==> src/rtl/idu_pkg.sv <==
package idu_pkg;

    typedef enum logic [2:0] {
        F_ARITH  = 3'd0,
        F_LOAD   = 3'd1,
        F_STORE  = 3'd2,
        F_ADDI   = 3'd3,
        F_LUI    = 3'd4,
        F_BCOND  = 3'd5,
        F_BRANCH = 3'd6,
        F_JREG   = 3'd7
    } fmt_e;

    localparam int INSN_W = 16;
    localparam int FLAG_W = 4;
    localparam int LUI_W  = 10;

endpackage

==> src/rtl/idu_imm_gen.sv <==
module idu_imm_gen
    import idu_pkg::*;
#(
    parameter int XLEN = 16
) (
    input  fmt_e                    fmt,
    input  logic [INSN_W-1:0]       insn,
    output logic [XLEN-1:0]         imm
);
    localparam int MEM_W = 7;
    localparam int BC_W  = 10;
    localparam int BR_W  = 12;

    logic [MEM_W-1:0] ld_field;
    logic [MEM_W-1:0] st_field;
    logic [BC_W-1:0]  bc_field;
    logic [BR_W-1:0]  br_field;

    always_comb begin
        ld_field = insn[12:6];
        st_field = {insn[12:9], insn[2:0]};
        bc_field = insn[9:0];
        br_field = insn[11:0];
    end

    always_comb begin
        imm = '0;
        unique case (fmt)
            F_LOAD, F_ADDI: imm = {{(XLEN-MEM_W){ld_field[MEM_W-1]}}, ld_field};
            F_STORE:        imm = {{(XLEN-MEM_W){st_field[MEM_W-1]}}, st_field};
            F_LUI:          imm[XLEN-1 -: LUI_W] = insn[12:3];
            F_BCOND:        imm = {{(XLEN-BC_W){bc_field[BC_W-1]}}, bc_field};
            F_BRANCH:       imm = {{(XLEN-BR_W){br_field[BR_W-1]}}, br_field};
            F_ARITH, F_JREG: imm = '0;
            default:        imm = '0;
        endcase
    end
endmodule

==> src/rtl/idu_branch_eval.sv <==
module idu_branch_eval
    import idu_pkg::*;
(
    input  fmt_e              fmt,
    input  logic [2:0]        cond,
    input  logic [FLAG_W-1:0] flags,
    output logic              taken
);
    logic picked;

    always_comb begin
        picked = flags[cond[1:0]];
        unique case (fmt)
            F_BCOND:         taken = picked ^ cond[2];
            F_BRANCH, F_JREG: taken = 1'b1;
            default:         taken = 1'b0;
        endcase
    end
endmodule

==> src/rtl/insn_decode_unit.sv <==
module insn_decode_unit
    import idu_pkg::*;
#(
    parameter int XLEN    = 16,
    parameter int RIDX    = 3,
    parameter bit REG_OUT = 1'b1
) (
    input  logic                 clk,
    input  logic                 rst_n,
    input  logic [INSN_W-1:0]    insn_i,
    input  logic [FLAG_W-1:0]    flags_i,
    output logic [2:0]           fmt_o,
    output logic [3:0]           alu_op_o,
    output logic [RIDX-1:0]      rd_o,
    output logic [RIDX-1:0]      ra_o,
    output logic [RIDX-1:0]      rb_o,
    output logic [XLEN-1:0]      imm_o,
    output logic                 mem_rd_o,
    output logic                 mem_wr_o,
    output logic                 link_o,
    output logic                 taken_o
);
    localparam int OUT_W = 3 + 4 + 3*RIDX + XLEN + 4;

    fmt_e            fmt;
    logic [3:0]      alu_op;
    logic [XLEN-1:0] imm;
    logic            taken;
    logic            link;
    logic            mrd;
    logic            mwr;
    logic [OUT_W-1:0] dec_vec;
    logic [OUT_W-1:0] out_vec;

    always_comb begin
        fmt    = fmt_e'(insn_i[15:13]);
        alu_op = 4'd0;
        link   = 1'b0;
        mrd    = 1'b0;
        mwr    = 1'b0;
        unique case (fmt)
            F_ARITH:          alu_op = insn_i[12:9];
            F_LOAD:           mrd = 1'b1;
            F_STORE:          mwr = 1'b1;
            F_BRANCH, F_JREG: link = insn_i[12];
            default:          ;
        endcase
    end

    idu_imm_gen #(.XLEN(XLEN)) u_imm (
        .fmt  (fmt),
        .insn (insn_i),
        .imm  (imm)
    );

    idu_branch_eval u_br (
        .fmt   (fmt),
        .cond  (insn_i[12:10]),
        .flags (flags_i),
        .taken (taken)
    );

    assign dec_vec = {fmt, alu_op, insn_i[2:0], insn_i[5:3], insn_i[8:6],
                      imm, mrd, mwr, link, taken};

    generate
        if (REG_OUT) begin : g_reg
            always_ff @(posedge clk) begin
                if (!rst_n) out_vec <= '0;
                else        out_vec <= dec_vec;
            end

            // reset clears the stage
            a_r10_reset_clear: assert property (@(posedge clk)
                !rst_n |=> (out_vec == '0));
            // load raises only the read strobe
            a_r1_load_strobe: assert property (@(posedge clk) disable iff (!rst_n)
                (insn_i[15:13] == 3'd1) |=> (mem_rd_o && !mem_wr_o));
            // low six bits cleared for LUI
            a_r5_lui_low: assert property (@(posedge clk) disable iff (!rst_n)
                (insn_i[15:13] == 3'd4) |=> (imm_o[5:0] == 6'd0));
            // branch and jump always taken, link follows bit 12
            a_r7_uncond_taken: assert property (@(posedge clk) disable iff (!rst_n)
                (insn_i[15:14] == 2'b11) |=> (taken_o && (link_o == $past(insn_i[12]))));
            // zero-flag conditions
            a_r6_zero_cond: assert property (@(posedge clk) disable iff (!rst_n)
                (insn_i[15:13] == 3'd5 && insn_i[11:10] == 2'd0)
                |=> (taken_o == ($past(flags_i[0]) ^ $past(insn_i[12]))));
            // arithmetic is quiet on control outputs
            a_r9_arith_quiet: assert property (@(posedge clk) disable iff (!rst_n)
                (insn_i[15:13] == 3'd0)
                |=> (!taken_o && !link_o && !mem_rd_o && !mem_wr_o && imm_o == '0));
        end else begin : g_comb
            assign out_vec = dec_vec;
        end
    endgenerate

    assign {fmt_o, alu_op_o, rd_o, ra_o, rb_o, imm_o,
            mem_rd_o, mem_wr_o, link_o, taken_o} = out_vec;

endmodule

==> config.mk <==
export PLATFORM = sky130hd
export DESIGN_NAME = insn_decode_unit
export DESIGN_NICKNAME = d
export VERILOG_FILES = /design/src/rtl/idu_pkg.sv /design/src/rtl/idu_imm_gen.sv /design/src/rtl/idu_branch_eval.sv /design/src/rtl/insn_decode_unit.sv
export SDC_FILE = /design/constraint.sdc
export NUM_CORES = 1
export LEC_CHECK = 0
export CORE_MARGIN = 2
export CORE_UTILIZATION = 35
export DETAILED_ROUTE_END_ITERATION = 8
export PLACE_DENSITY = 0.78
export SLEW_MARGIN = 20
export SYNTH_ARGS = -nofsm -noshare
export SYNTH_HDL_FRONTEND = slang
export SYNTH_HIERARCHICAL = 1
export SYNTH_SLANG_ARGS = --single-unit
export TNS_END_PERCENT = 20
==> constraint.sdc <==
create_clock -name clk -period 1.6 [get_ports clk]
set_clock_uncertainty 0.15 [all_clocks]
set_input_delay 0.16 -clock clk [delete_from_list [all_inputs] [get_ports clk]]
set_output_delay 0.16 -clock clk [all_outputs]
set_load 0.01 [all_outputs]
# Word-level counts from Yosys, hierarchy flattened

Index checks and enable logic that the tools add are counted.

Register bits: 36
Memory bits (writable): 0
Input port bits: 22
Latch bits: 0
Bits in read-only memories: 0
Memories: 0
Word-level logic and storage cells: 27

Equality and inequality tests: 7
$mul: 0
Order comparisons: 1
Multiplexer cells: 7
Bitwise operators: 1
Shift operators: 0
Divide/modulo/power cells: 0
Reduce and logical (&&, ||, !) cells: 8
$add $sub $neg: 0

Operators by type and width:

| kind                 | number |
|---|---|
| $pmux W10 S5         | 1 |
| $pmux W6 S3          | 1 |
| $eq A3 B3 Y1 const B | 4 |
| $reduce_or A2 Y1     | 4 |
| $eq A3 B2 Y1 const B | 2 |
| $reduce_and A2 Y1    | 2 |
| $eq A3 B1 Y1 const B | 1 |
| $logic_not A3 Y1     | 1 |
| $lt A2 B3 Y1 const B | 1 |
| $mux W1              | 3 |
| $reduce_or A3 Y1     | 1 |
| $bmux W1 S2          | 1 |
| $pmux W1 S2          | 1 |
| $xor A1 B1 Y1        | 1 |

# Logic depth before layout (Yosys ltp)

Word-level depth: 4
Depth in mapped cells: 6

# By module

The synthesis kept the hierarchy.

Modules (own cells, without submodules):

| module           | area each (µm²) | cells each | seq. area each (µm²) | instances |
|---|---|---|---|---|
| insn_decode_unit | 999.7           | 76         | 720.7                | 1 |
| idu_imm_gen      | 395.4           | 60         | 0.0                  | 1 |
| idu_branch_eval  | 47.5            | 5          | 0.0                  | 1 |

# Worst setup path before layout

No wires, ideal clock.

Path kind: input port to flip-flop
Start: input port insn_i[13]
End: register out_vec[13]
Stages: 6
Path buffers: 2
Data arrival time: 0.960 ns
Slack: 0.375 ns
Path through: buf_6 > or2_1 > buf_6 > a2bb2oi_2 > o21ai_1 > and2_1

Longest elaborated chain between the ends: 3

Ends and longest elaborated chain:

| element                                                               | line                   | source |
|---|---|---|
| from (decl)                                                           | insn_decode_unit.sv:10 | `input logic [INSN_W-1:0] insn_i,` |
| $eq A3 B1 Y1, or another cell as far along                            | idu_imm_gen.sv:28      | `unique case (fmt)` |
| $reduce_or A3 Y1 (no line) / $reduce_or A2 Y1 (equally long branches) | n/a                    |  |
| $pmux W10 S5 *                                                        | idu_imm_gen.sv:28      |  |
| via imm[9]                                                            | insn_decode_unit.sv:27 | `logic [XLEN-1:0] imm;` |
| to (signal assigned)                                                  | insn_decode_unit.sv:70 | `else out_vec <= dec_vec;` |
| to (decl)                                                             | insn_decode_unit.sv:33 | `logic [OUT_W-1:0] out_vec;` |

Mark *: on every way through the listed nets, which the timed path passes. The rest lies on a longest branch.
A chain may end at the register's enable or synchronous reset.

# Final worst setup path

Start: input port insn_i[10]
End: register out_vec[0]

Longest elaborated chain between the ends: 4

Ends and longest elaborated chain:

| element                       | line                   | source |
|---|---|---|
| $bmux W1 S2                   | idu_branch_eval.sv:12  | `picked = flags[cond[1:0]];` |
| $mux W1 (not written as such) | idu_branch_eval.sv:12  |  |
| $xor A1 B1 Y1                 | idu_branch_eval.sv:14  | `F_BCOND: taken = picked ^ cond[2];` |
| $pmux W1 S2                   | idu_branch_eval.sv:13  | `unique case (fmt)` |
| via taken                     | insn_decode_unit.sv:28 | `logic taken;` |

The timed path passes the listed nets, and every way through them passes these cells. The select of a mux whose other input is x is not followed.

==> qor.txt <==
Pint -> 1520 uW
Clk buf depth -> 2
PostCTS Resize Cnt -> 0
Top flop regs -> out_vec x36
Sequential share of power -> 48.3%
Hold Path End -> out_vec[27]
Rows -> 23
Max IR drop VDD -> 506 uV
Hold Crit Start -> insn_i[1]
Yosys warning count -> 6
GRT Overall Usage -> 15.6%
DIE AREA -> 4650 um2
Initial antenna violation count -> 0
Fmax -> 662 MHz
Hold buffer count at CTS -> 0
Critical path required time -> 1.63 ns
RSZ-0062 raised after global routing -> no
H-tree depth -> 2
Core area -> 3970 um2
Layout area overhead -> 55.6%
Die H -> 68.2 um
Synth cell types -> 30
Clk slew on worst S/H paths -> 0.07 ns
DR vias -> 1233
Pre-antenna DRT Iters -> 4
Pin count of the biggest net entering global routing -> 23
Final Cycle Share -> 94.3%
Max-Slew Margin vs Limit -> 68.5%
Comb pwr share -> 19.0%
Max reg flops -> 36
Net Sw Power -> 461 uW
CTS tree -> done
Outcome -> complete, no violations
Tightest Pin Transition -> 0.473 ns
WL/cell -> 12.8 um
Root buf cell -> clkbuf_8
Starting Density -> 36.3%
Io pins -> 58
Final Hold Viols -> 0
Crit path max fanout -> 2
Final Critical Period -> 1.51 ns
Final ANT Viol Nets -> 0
CP Class -> input pin to flip-flop
Largest reg by FF count -> out_vec
Post-route setup TNS -> 0 ns
Hpwl dp -> 2.57 mm
Global-route wire length before repair -> 5.34 mm
Fin area -> 2240 um2
Area leader, netlist -> dfxtp_1
DRC violations left -> 0
Arrival time at the worst endpoint -> 1.54 ns
Number of max-cap violations -> 0
Pwr Density -> 881 nW/um2
RePlAce Congestion -> 0.781
Syn avg cell area -> 10.2 um2
Final WL -> 3.39 mm
Worst hold margin -> 0.374 ns
Startpoint Class -> input pin
Worst setup EP type -> flip-flop
Switching Share -> 23.3%
Routed vias/inst -> 4.65
LEAKAGE -> 0.000890 uW
Slew Limit Fails -> 0
Util after Layout -> 56.5%
Tightest Hold Check Type -> input pin to flip-flop
Die Wd -> 68.2 um
Dpl cell area -> 2150 um2
CTS Sinks -> 36
TritonCTS buffer count -> 5
Grt total ovfl -> 0
Number of port buffers -> 57
1st-iter DRT viols -> 21
Clock power share -> 32.7%
Setup repair bufs after CTS -> 0
Area share of the leading cell type in the synthesized netlist -> 50.0%
Antenna Cells -> 0
Final setup violating endpoints -> 0
Share of cells above drive strength 1 -> 15.8%
Post-synthesis sequential area ratio -> 50.0%
Vias in the first global route -> 1196
Synthesized instance count -> 141
Post-Syn Nets -> 163
Hold path cells -> 2
Post-Synthesis Cell Area -> 1440 um2
FF+latch count, synth -> 36
Top cells by area, synth -> dfxtp_1 (50%), and2_1 (14%), nand2_1 (3.9%)
NumNets Final -> 236
## critical path, cell delays in order
cell and delay, ns:
clkdlybuf4s50_1 0.51, mux4_2 0.53, nand4b_1 0.11, o211ai_1 0.08
and2_1 0.15
## worst max-delay path by stage
stage                   to  depth (start not counted)  startpoint  slack, ns
3_3_place_gp    out_vec[0]                          5  insn_i[10]      -0.17
2_1_floorplan  out_vec[13]                          6  insn_i[13]       0.38
6_report        out_vec[0]                          5  insn_i[10]       0.09
5_1_grt         out_vec[8]                          5  insn_i[13]      0.002
3_5_place_dp    out_vec[0]                          5  insn_i[10]      -0.21
4_1_cts         out_vec[0]                          5  insn_i[10]       0.10
## per-stage QoR
step	setup slack (ns)	instances	total power (uW)
floorplan	0.375	141	1140
global placement	-0.169	257	1340
detailed placement	-0.206	257	1350
CTS	0.101	265	2000
global route	0.00224	265	2060
finish	0.0906	265	1980
## layer usage
layer  vias to the layer above  wire [um]  GRT usage [%]
met5                         -          0              0
met2                        46       1640           26.1
li1                        627          -              -
met4                         0         72           7.50
met1                       552       1420           17.4
met3                         8        259           5.76
## area by class of cell
type	instances	area, um2
repair buffers	74	702
multi-input cells	97	669
fillers	378	1730
well taps	50	62.6
flip-flops and latches	36	721
clock buffers	8	90.1
## power groups by stage
stage	Sequential (uW)	Combinational, uW	Clock (uW)
global route	960	409	694
CTS	956	378	668
floorplan	1000	135	0
detailed placement	977	376	0
global placement	976	369	0
finish	956	375	647
## placed cells by master, fill, tap and decap left out, drive strengths merged, types with 2 or more instances in the layout
| master | synthesis | layout |
|---|---|---|
| clkbuf | 2 | 8 |
| a21oi | 6 | 6 |
| and2 | 33 | 33 |
| o221ai | 3 | 3 |
| nand2b | 8 | 8 |
| dfxtp | 36 | 36 |
| o211ai | 6 | 6 |
| clkdlybuf4s50 | 0 | 57 |
| mux2i | 3 | 3 |
| nand2 | 16 | 16 |
| and4bb | 2 | 2 |
| a31oi | 3 | 3 |
| buf | 6 | 17 |
| a21boi | 2 | 2 |
| o21ai | 5 | 5 |
## synth_stat cells (all sizes together)
| cell type | instances |
|---|---|
| dfxtp | 36 |
| and2 | 33 |
| nand2 | 16 |
| nand2b | 8 |
| a21oi | 6 |
| buf | 6 |
| o211ai | 6 |
| o21ai | 5 |
| a31oi | 3 |
| mux2i | 3 |
| o221ai | 3 |
| a21boi | 2 |
| and4bb | 2 |
| clkbuf | 2 |
| a2bb2oi | 1 |
| and2b | 1 |
| and3 | 1 |
| mux4 | 1 |
| nand3 | 1 |
| nand4b | 1 |
| nor2b | 1 |
| nor4b | 1 |
| o22a | 1 |
| or2 | 1 |
## kinds of logic (layout without fill, tap and decap cells)
logic type,Yosys count,count (layout),share of synthesized area (%)
muxes,4,4,3.64
DFF,36,36,50.0
and+or+nand+nor,66,66,29.5
buffers and inverters,8,82,3.82
AOI/OAI and AO/OA,27,27,13.1
Power figures use the tool's default switching activity.
